**src/rtl/ctp_pkg.sv**
```systemverilog
package ctp_pkg;

    localparam int CC_W     = 4;
    localparam int SEL_W    = 2;
    localparam int VEC_W    = 8;
    localparam logic [VEC_W-1:0] CALL_BASE = 8'h48;
    localparam logic [VEC_W-1:0] PROG_VEC  = 8'h47;

    typedef enum logic [2:0] {
        ST_IDLE,
        ST_FETCH,
        ST_STORE,
        ST_GRSV,
        ST_LOAD,
        ST_MODIFY
    } ctp_state_e;

    typedef struct packed {
        logic            is_prog;
        logic [CC_W-1:0] r_eff;
        logic [CC_W-1:0] cc_before;
    } trap_ctx_t;

    function automatic logic [VEC_W-1:0] call_vector(input logic [SEL_W-1:0] sel);
        return CALL_BASE + {{(VEC_W-SEL_W){1'b0}}, sel};
    endfunction

endpackage

```
**src/rtl/ctp_trap_arb.sv**
```systemverilog
module ctp_trap_arb
    import ctp_pkg::*;
(
    input  logic             clk,
    input  logic             rst,
    input  logic             idle,
    input  logic             call_go,
    input  logic [SEL_W-1:0] call_sel,
    input  logic             prog_req,
    input  logic             intr_point,
    output logic             start,
    output logic             start_prog,
    output logic [VEC_W-1:0] start_vec
);

    logic pend_q;
    logic pend_any;
    logic call_take;
    logic prog_take;

    assign pend_any  = pend_q | prog_req;
    assign call_take = idle & call_go;
    assign prog_take = idle & ~call_go & intr_point & pend_any;

    assign start      = call_take | prog_take;
    assign start_prog = prog_take;
    assign start_vec  = prog_take ? PROG_VEC : call_vector(call_sel);

    always_ff @(posedge clk) begin
        if (rst) begin
            pend_q <= 1'b0;
        end else if (prog_take) begin
            pend_q <= 1'b0;
        end else if (prog_req) begin
            pend_q <= 1'b1;
        end
    end

endmodule

```
**src/rtl/ctp_seq.sv**
```systemverilog
module ctp_seq
    import ctp_pkg::*;
(
    input  logic       clk,
    input  logic       rst,
    input  logic       start,
    input  logic       mem_ack,
    input  logic       gr_flag,
    output ctp_state_e state
);

    ctp_state_e nxt;

    always_comb begin
        nxt = state;
        unique case (state)
            ST_IDLE:   if (start)   nxt = ST_FETCH;
            ST_FETCH:  if (mem_ack) nxt = ST_STORE;
            ST_STORE:  if (mem_ack) nxt = gr_flag ? ST_GRSV : ST_LOAD;
            ST_GRSV:                nxt = ST_LOAD;
            ST_LOAD:   if (mem_ack) nxt = ST_MODIFY;
            ST_MODIFY:              nxt = ST_IDLE;
            default:                nxt = ST_IDLE;
        endcase
    end

    always_ff @(posedge clk) begin
        if (rst) begin
            state <= ST_IDLE;
        end else begin
            state <= nxt;
        end
    end

endmodule

```
**src/rtl/ctp_psw_calc.sv**
```systemverilog
module ctp_psw_calc
    import ctp_pkg::*;
#(
    parameter int PC_W   = 17,
    parameter int WORD_W = 32
) (
    input  logic [CC_W-1:0]   r_eff,
    input  logic [CC_W-1:0]   cc_before,
    input  logic [PC_W-1:0]   pc_before,
    input  logic              step_pc,
    input  logic              add_en,
    input  logic [WORD_W-1:0] ld_word,
    output logic [WORD_W-1:0] old_word,
    output logic [WORD_W-1:0] new_word
);

    localparam int CC_LSB = WORD_W - CC_W;

    logic [PC_W-1:0] ret_pc;
    logic [PC_W-1:0] ld_pc;
    logic [CC_W-1:0] ld_cc;
    logic [PC_W-1:0] r_ext;
    logic [PC_W-1:0] pc_sum;

    assign ret_pc = step_pc ? (pc_before + PC_W'(1)) : pc_before;

    always_comb begin
        old_word                  = '0;
        old_word[WORD_W-1:CC_LSB] = cc_before;
        old_word[PC_W-1:0]        = ret_pc;
    end

    assign ld_pc  = ld_word[PC_W-1:0];
    assign ld_cc  = ld_word[WORD_W-1:CC_LSB];
    assign r_ext  = {{(PC_W-CC_W){1'b0}}, r_eff};
    assign pc_sum = add_en ? (ld_pc + r_ext) : ld_pc;

    always_comb begin
        new_word                  = ld_word;
        new_word[WORD_W-1:CC_LSB] = ld_cc | r_eff;
        new_word[PC_W-1:0]        = pc_sum;
    end

endmodule

```
**src/rtl/call_trap_psw.sv**
```systemverilog
module call_trap_psw
    import ctp_pkg::*;
#(
    parameter int PC_W   = 17,
    parameter int ADDR_W = 17,
    parameter int WORD_W = 32,
    parameter int AI_POS = 22,
    parameter int GR_POS = 31
) (
    input  logic              clk,
    input  logic              rst,
    input  logic              call_go,
    input  logic [SEL_W-1:0]  call_sel,
    input  logic [CC_W-1:0]   r_field,
    input  logic [PC_W-1:0]   cur_pc,
    input  logic [CC_W-1:0]   cur_cc,
    input  logic              prog_req,
    input  logic              intr_point,
    output logic              mem_req,
    output logic              mem_we,
    output logic [ADDR_W-1:0] mem_addr,
    output logic [WORD_W-1:0] mem_wdata,
    input  logic              mem_ack,
    input  logic [WORD_W-1:0] mem_rdata,
    output logic [ADDR_W-1:0] vec_addr,
    output logic              gr_save,
    output logic              busy,
    output logic              done,
    output logic [WORD_W-1:0] new_psw
);

    ctp_state_e        state;
    logic              idle;
    logic              start;
    logic              start_prog;
    logic [VEC_W-1:0]  start_vec;

    trap_ctx_t         ctx_q;
    logic [PC_W-1:0]   pc_q;
    logic [VEC_W-1:0]  vec_q;
    logic [ADDR_W-1:0] ea_q;
    logic              ai_q;
    logic              gr_q;
    logic [WORD_W-1:0] ld_q;
    logic [WORD_W-1:0] new_q;
    logic              done_q;

    logic [WORD_W-1:0] old_word;
    logic [WORD_W-1:0] new_word;
    logic [ADDR_W-1:0] vec_ext;

    assign idle = (state == ST_IDLE);

    ctp_trap_arb u_arb (
        .clk        (clk),
        .rst        (rst),
        .idle       (idle),
        .call_go    (call_go),
        .call_sel   (call_sel),
        .prog_req   (prog_req),
        .intr_point (intr_point),
        .start      (start),
        .start_prog (start_prog),
        .start_vec  (start_vec)
    );

    ctp_seq u_seq (
        .clk     (clk),
        .rst     (rst),
        .start   (start),
        .mem_ack (mem_ack),
        .gr_flag (gr_q),
        .state   (state)
    );

    ctp_psw_calc #(
        .PC_W   (PC_W),
        .WORD_W (WORD_W)
    ) u_calc (
        .r_eff     (ctx_q.r_eff),
        .cc_before (ctx_q.cc_before),
        .pc_before (pc_q),
        .step_pc   (~ctx_q.is_prog),
        .add_en    (ai_q),
        .ld_word   (ld_q),
        .old_word  (old_word),
        .new_word  (new_word)
    );

    always_ff @(posedge clk) begin
        if (rst) begin
            ctx_q <= '0;
            pc_q  <= '0;
            vec_q <= '0;
        end else if (start) begin
            ctx_q.is_prog   <= start_prog;
            ctx_q.r_eff     <= start_prog ? '0 : r_field;
            ctx_q.cc_before <= cur_cc;
            pc_q            <= cur_pc;
            vec_q           <= start_vec;
        end
    end

    always_ff @(posedge clk) begin
        if (rst) begin
            ea_q <= '0;
            ai_q <= 1'b0;
            gr_q <= 1'b0;
        end else if (state == ST_FETCH && mem_ack) begin
            ea_q <= mem_rdata[ADDR_W-1:0];
            ai_q <= mem_rdata[AI_POS];
            gr_q <= mem_rdata[GR_POS];
        end
    end

    always_ff @(posedge clk) begin
        if (rst) begin
            ld_q <= '0;
        end else if (state == ST_LOAD && mem_ack) begin
            ld_q <= mem_rdata;
        end
    end

    always_ff @(posedge clk) begin
        if (rst) begin
            new_q  <= '0;
            done_q <= 1'b0;
        end else begin
            done_q <= (state == ST_MODIFY);
            if (state == ST_MODIFY) begin
                new_q <= new_word;
            end
        end
    end

    assign vec_ext = {{(ADDR_W-VEC_W){1'b0}}, vec_q};

    always_comb begin
        mem_req   = 1'b0;
        mem_we    = 1'b0;
        mem_addr  = '0;
        mem_wdata = '0;
        unique case (state)
            ST_FETCH: begin
                mem_req  = 1'b1;
                mem_addr = vec_ext;
            end
            ST_STORE: begin
                mem_req   = 1'b1;
                mem_we    = 1'b1;
                mem_addr  = ea_q;
                mem_wdata = old_word;
            end
            ST_LOAD: begin
                mem_req  = 1'b1;
                mem_addr = ea_q + ADDR_W'(1);
            end
            default: ;
        endcase
    end

    assign vec_addr = vec_ext;
    assign gr_save  = (state == ST_GRSV);
    assign busy     = ~idle;
    assign done     = done_q;
    assign new_psw  = new_q;

endmodule

```
**config.mk**
```make
export PLATFORM = sky130hd
export DESIGN_NAME = call_trap_psw
export DESIGN_NICKNAME = d
export VERILOG_FILES = /design/src/rtl/ctp_pkg.sv /design/src/rtl/ctp_trap_arb.sv /design/src/rtl/ctp_seq.sv /design/src/rtl/ctp_psw_calc.sv /design/src/rtl/call_trap_psw.sv
export SDC_FILE = /design/constraint.sdc
export NUM_CORES = 1
export LEC_CHECK = 0
export ABC_AREA = 1
export BUFFER_PORTS_ARGS = -buffer_cell sky130_fd_sc_hd__buf_2
export CAP_MARGIN = 20
export CORE_MARGIN = 2
export CORE_UTILIZATION = 52
export CTS_CLUSTER_SIZE = 12
export DETAILED_ROUTE_END_ITERATION = 7
export HOLD_SLACK_MARGIN = 0.02
export PLACE_DENSITY = 0.8
export SLEW_MARGIN = 25
export SYNTH_ARGS = -nofsm -noshare
export SYNTH_HDL_FRONTEND = slang
export SYNTH_SLANG_ARGS = --single-unit
export TNS_END_PERCENT = 5
```
**constraint.sdc**
```tcl
create_clock -name clk -period 2.4 [get_ports clk]
set_clock_uncertainty 0.2 [all_clocks]
set_input_delay 0.36 -clock clk [delete_from_list [all_inputs] [get_ports clk]]
set_output_delay 0.36 -clock clk [all_outputs]
set_load 0.03 [all_outputs]
```
**Word-level counts from Yosys, hierarchy flattened**

Index checks and enable logic that the tools add are counted.

- Register bits after elaboration: 122

- Add/subtract/negate cells: 4
- Reduce and logical (&&, ||, !) cells: 6
- Equality and inequality tests: 9
- Bitwise operators: 9
- Mux-type cells: 14

Operators by type and width:

| operator | count |
|---|---|
| 17-bit case mux with 3 select lines | 1 |
| 17-bit by 1-bit adder with 17-bit output, second input constant | 2 |
| 17-bit two-way mux | 2 |
| 32-bit two-way mux | 1 |
| 17-bit by 4-bit adder with 17-bit output | 1 |
| 3-bit two-way mux | 5 |
| 3-bit case mux with 5 select lines | 1 |
| 7-bit by 2-bit adder with 8-bit output, first input constant | 1 |
| 8-bit two-way mux | 1 |
| 3-bit by 2-bit equality test with 1-bit output, second input constant | 2 |
| 3-bit equality test, second input constant | 2 |
| 2-bit inequality test, second input constant | 3 |
| 1-bit bitwise AND | 4 |
| 4-bit two-way mux | 1 |
| 4-bit bitwise OR | 1 |
| 4-bit AND reduction | 1 |
| 3-bit by 1-bit equality test with 1-bit output, second input constant | 1 |
| 3-bit zero test | 1 |
| 3-bit OR reduction | 1 |
| 1-bit logical AND | 2 |
| 1-bit two-way mux | 2 |
| 2-bit by 1-bit inequality test with 1-bit output, second input constant | 1 |
| 1-bit inverter | 2 |
| 1-bit bitwise OR | 2 |
| 2-bit OR reduction | 1 |

**Logic depth before layout (Yosys ltp)**

- Word-level depth: 7
- Gate-level depth with buffers: 11

**Cells and area by module**

A second synthesis with hierarchy kept.

- Cells, all modules: 1030
- Area total of the unflattened synthesis: 6834.1 um2

By module, submodules not included:

| module | times used | cells an instance | area an instance (um2) | seq. area each (um2) |
|---|---|---|---|---|
| call_trap_psw | 1 | 759 | 5296.3 | 2362.3 |
| ctp_psw_calc | 1 | 215 | 1198.6 | 0.0 |
| ctp_seq | 1 | 32 | 209.0 | 60.1 |
| ctp_trap_arb | 1 | 24 | 130.1 | 20.0 |

**Worst setup path after synthesis**

No wires, ideal clock.

- Path kind: reg2out
- From: reg ea_q[0]
- To: out mem_addr[2]
- Cell stages (with the launch flop): 5
- Setup slack: -37 ps
- Arrival: 1877 ps
- Required time: 1840 ps
- Cell sequence: dfxtp_1 -> ha_1 -> nand2_1 -> inv_1 -> o311ai_0

- Cells in the longest elaborated chain, start to end: 2

RTL lines:

| what | RTL line | text |
|---|---|---|
| start, declared | call_trap_psw.sv:41 | `logic [ADDR_W-1:0] ea_q;` |
| start signal, assigned | call_trap_psw.sv:110 | `ea_q <= mem_rdata[ADDR_W-1:0];` |
| 17-bit by 1-bit adder with 17-bit output | call_trap_psw.sv:156 | `mem_addr = ea_q + ADDR_W'(1);` |
| 17-bit case mux with 3 select lines | call_trap_psw.sv:143 | `unique case (state)` |
| end, declared | call_trap_psw.sv:21 | `output logic [ADDR_W-1:0] mem_addr,` |

Every way passes these cells.

**Worst setup path after layout**

- From: reg pc_q[0]
- To: out mem_wdata[8]

- Cells in the longest elaborated chain, start to end: 3

RTL lines:

| what | RTL line | text |
|---|---|---|
| start, declared | call_trap_psw.sv:39 | `logic [PC_W-1:0] pc_q;` |
| start signal, assigned | call_trap_psw.sv:99 | `pc_q <= cur_pc;` |
| 17-bit by 1-bit adder with 17-bit output | ctp_psw_calc.sv:25 | `assign ret_pc = step_pc ? (pc_before + PC_W'(1)) : pc_before;` |
| 17-bit two-way mux | ctp_psw_calc.sv:25 |  |
| 32-bit two-way mux | call_trap_psw.sv:143 |  |
| end, declared | call_trap_psw.sv:22 | `output logic [WORD_W-1:0] mem_wdata,` |

Every way passes these cells.

==> out/summary.txt <==
Starting DRT DRC Count - 445
Worst min-delay path class - primary input to flop
Initial Utilization - 53.9%
Synth warn - 0
Crit path DAT - 1.83 ns
Max-slew violations - 0
RSZ-0062 raised after global routing - yes
Layout Utilization - 69.9%
Seq/Total Area, Yosys - 40.1%
#FFs+latches synth - 118
DRC - 0
Synth top area share - 40.1%
Dpl hpwl - 11200 um
Critical path's slowest cell - dfxtp_4
Total of max-cap violations - 0
Non-Filler Instances - 1163
Data required, critical path - 1.84 ns
DRT Wirelength - 16600 um
Die area - 0.0122 mm^2
Post-Syn Area - 0.00589 mm^2
Synth area leader - dfxtp_1
Final Hold Fails - 0
Peak supply drop - 0.000833 V
Multi-input gate area - 0.00305 mm^2
Drt via density - 5.32
Delay of the slowest cell on the worst path - 0.37 ns
Most common cell in the netlist - nand2_1
Leak pwr - 3.38 nW
Max FO, Critical Path - 3
Core Box Area - 0.0109 mm^2
CP Capture Type - primary output
Final min period - 2.39 ns
Vias in the first global route - 5622
CTS clk-pin slew, worst paths - 0.05 ns
# nets final - 1082
Synth area leaders - dfxtp_1 40%, nand2_1 10%, a21oi_1 9.5%
TritonCTS Buffers - 17
Fmax - 0.418 GHz
Row Count - 38
Routability cong. - 0.873
Crit share post-route - 99.7%
Port Buffer Count - 144
GR Overflow Total - 0
Wire length per cell - 14.2 um
Setup violations, final - 0
Status - finished, final reports clean
Syn Area/Cell - 6.96 um^2
Area occupied by registers - 0.00239 mm^2
Pwr Total - 6.82 mW
CP Class - flop to primary output
Post-route cell area - 0.00764 mm^2
Layout cells sized above 1 - 24.6%
Synth Instances - 846
PD cells - 892 mW/mm^2
Top-level port count - 168
First-pass GRT wire length - 27200 um
Synth cell count leaders - 161 x nand2_1, 118 x dfxtp_1, 112 x a21oi_1
Setup WS pre-CTS - 0.217 ns
H-tree depth - 4
Least-Margin Pin Slew - 0.503 ns
Global Route Usage Sum - 26.7%
Die height - 110 um
CTS Sinks - 118
Antenna violations before repair - 0
TritonCTS clock tree - yes
Area post-placement - 0.00660 mm^2
Die width - 110 um
Post-synth EDFFs - 0
CP Cell Sequence - ha_4 > nand2_2 > nor3_2 > nand2_2 > buf_4 > o21ai_0 > a21oi_1 > buf_2
Startpoint types - flop
Filler cells - 916
Setup ws final - 0.00807 ns
Cells after DPL - 1101
Root Driver - clkbuf_16
Total vias in the final route - 6182
Skew-Pair Late Insertion Delay - 0.41 ns
Area growth syn-to-layout - 29.8%
Post-route ant nets - 0
Cell variety after synth - 38
Ant diodes - 0
Post-synth top flop - dfxtp_1
Critical path's most frequent cell - nand2_2
Initial DRT Pass Iterations - 6
Async SR Flop Fraction - 0%
Clock Path Buffers - 2
Slew HR - 66.3%
Largest net degree at the start of global routing - 59
==> cells by family (layout without fill, tap and decap cells) <==
| family | Yosys count | after routing | synth area share (%) |
|---|---|---|---|
| other cells | 1 | 23 | 0.0637 |
| fa+ha+maj | 7 | 7 | 1.61 |
| buf+inv | 145 | 300 | 11.9 |
| simple gates | 341 | 341 | 25.3 |
| flops | 118 | 118 | 40.1 |
| compound gates | 230 | 230 | 20.4 |
| xor+xnor | 4 | 4 | 0.595 |
==> state kept, by name, summed over array words and instances (netlist names), 3 cells and up <==
signal,count
ea_q,17
ctx_q,8
pc_q,17
new_psw,32
ld_q,32
u_seq.state,3
vec_q,5
==> power breakdown <==
| part | leakage [nW] | switching (mW) | internal, mW |
|---|---|---|---|
| combinational | 2.15 | 1.35 | 0.598 |
| sequential | 0.967 | 0.285 | 2.29 |
| clock | 0.267 | 0.859 | 1.44 |
==> placed cells by master (no fill, tap or decap), types with 5 or more instances in the layout <==
master | netlist | routed
a21oi_1 | 112 | 111
buf_2 | 16 | 130
buf_4 | 24 | 29
clkbuf_16 | 0 | 17
clkinv_2 | 0 | 7
conb_1 | 1 | 23
dfxtp_1 | 118 | 106
dfxtp_2 | 0 | 7
dfxtp_4 | 0 | 5
dlygate4sd3_1 | 0 | 25
inv_1 | 71 | 65
inv_2 | 7 | 11
nand2_1 | 161 | 155
nand2_2 | 3 | 8
nand3_1 | 69 | 65
nand4_1 | 8 | 8
nor2_1 | 73 | 69
nor2_4 | 2 | 6
nor3_1 | 15 | 12
o21a_1 | 5 | 5
o21ai_0 | 86 | 82
o21ai_1 | 8 | 11
==> final timing paths <==
kind	from	to	slack, ns	cells after the start
worst max-delay path	pc_q[0]	mem_wdata[8]	0.008	8
worst max register to register	ld_q[0]	new_psw[16]	0.37	10
worst min-delay path	mem_rdata[21]	ld_q[21]	0.03	3
worst min register to register	ctx_q[2]	ctx_q[2]	0.25	2
==> area by class of cell <==
type / instances / area share [%]
Clock inverter: 10 / 1.06
Multi-Input combinational cell: 605 / 39.9
Timing Repair Buffer: 189 / 15.6
Inverter: 79 / 3.95
Sequential cell: 118 / 31.3
Clock buffer: 22 / 5.94
Tap cell: 140 / 2.29
==> per-layer routing <==
layer	up-vias	global-route usage, %	routed length, um
li1	3093	-	-
met1	2812	35.3	7230
met2	249	42.2	7770
met3	28	7.46	1230
met4	0	8.83	321
met5	-	0	0
==> through the flow <==
step / TNS (ns) / hold slack (ns)
2_1_floorplan: 0 / 0.230
3_3_place_gp: 0 / 0.240
3_5_place_dp: 0 / 0.248
4_1_cts: -0.229 / 0.0209
5_1_grt: -0.921 / 0.0243
6_report: 0 / 0.0274
==> critical path, delay by kind of cell, from the launching register on <==
family / cells / cell delay (ns)
and+or+nand+nor: 3 / 0.38
adders and majority gates: 1 / 0.14
buffers and inverters: 2 / 0.34
DFF: 1 / 0.37
AOI/OAI and AO/OA: 2 / 0.21
==> timing repair <==
| action | 4_1_cts | 5_1_grt |
|---|---|---|
| pin swaps | 5 | 10 |
| buffers inserted | 1 | 4 |
| endpoints found under the hold margin | 24 | 1 |
| resized for setup | 25 | 54 |
| setup endpoints to repair | 16 | 25 |
| hold buffers | 24 | 1 |
No activity file was read; power rests on OpenSTA's default activity.
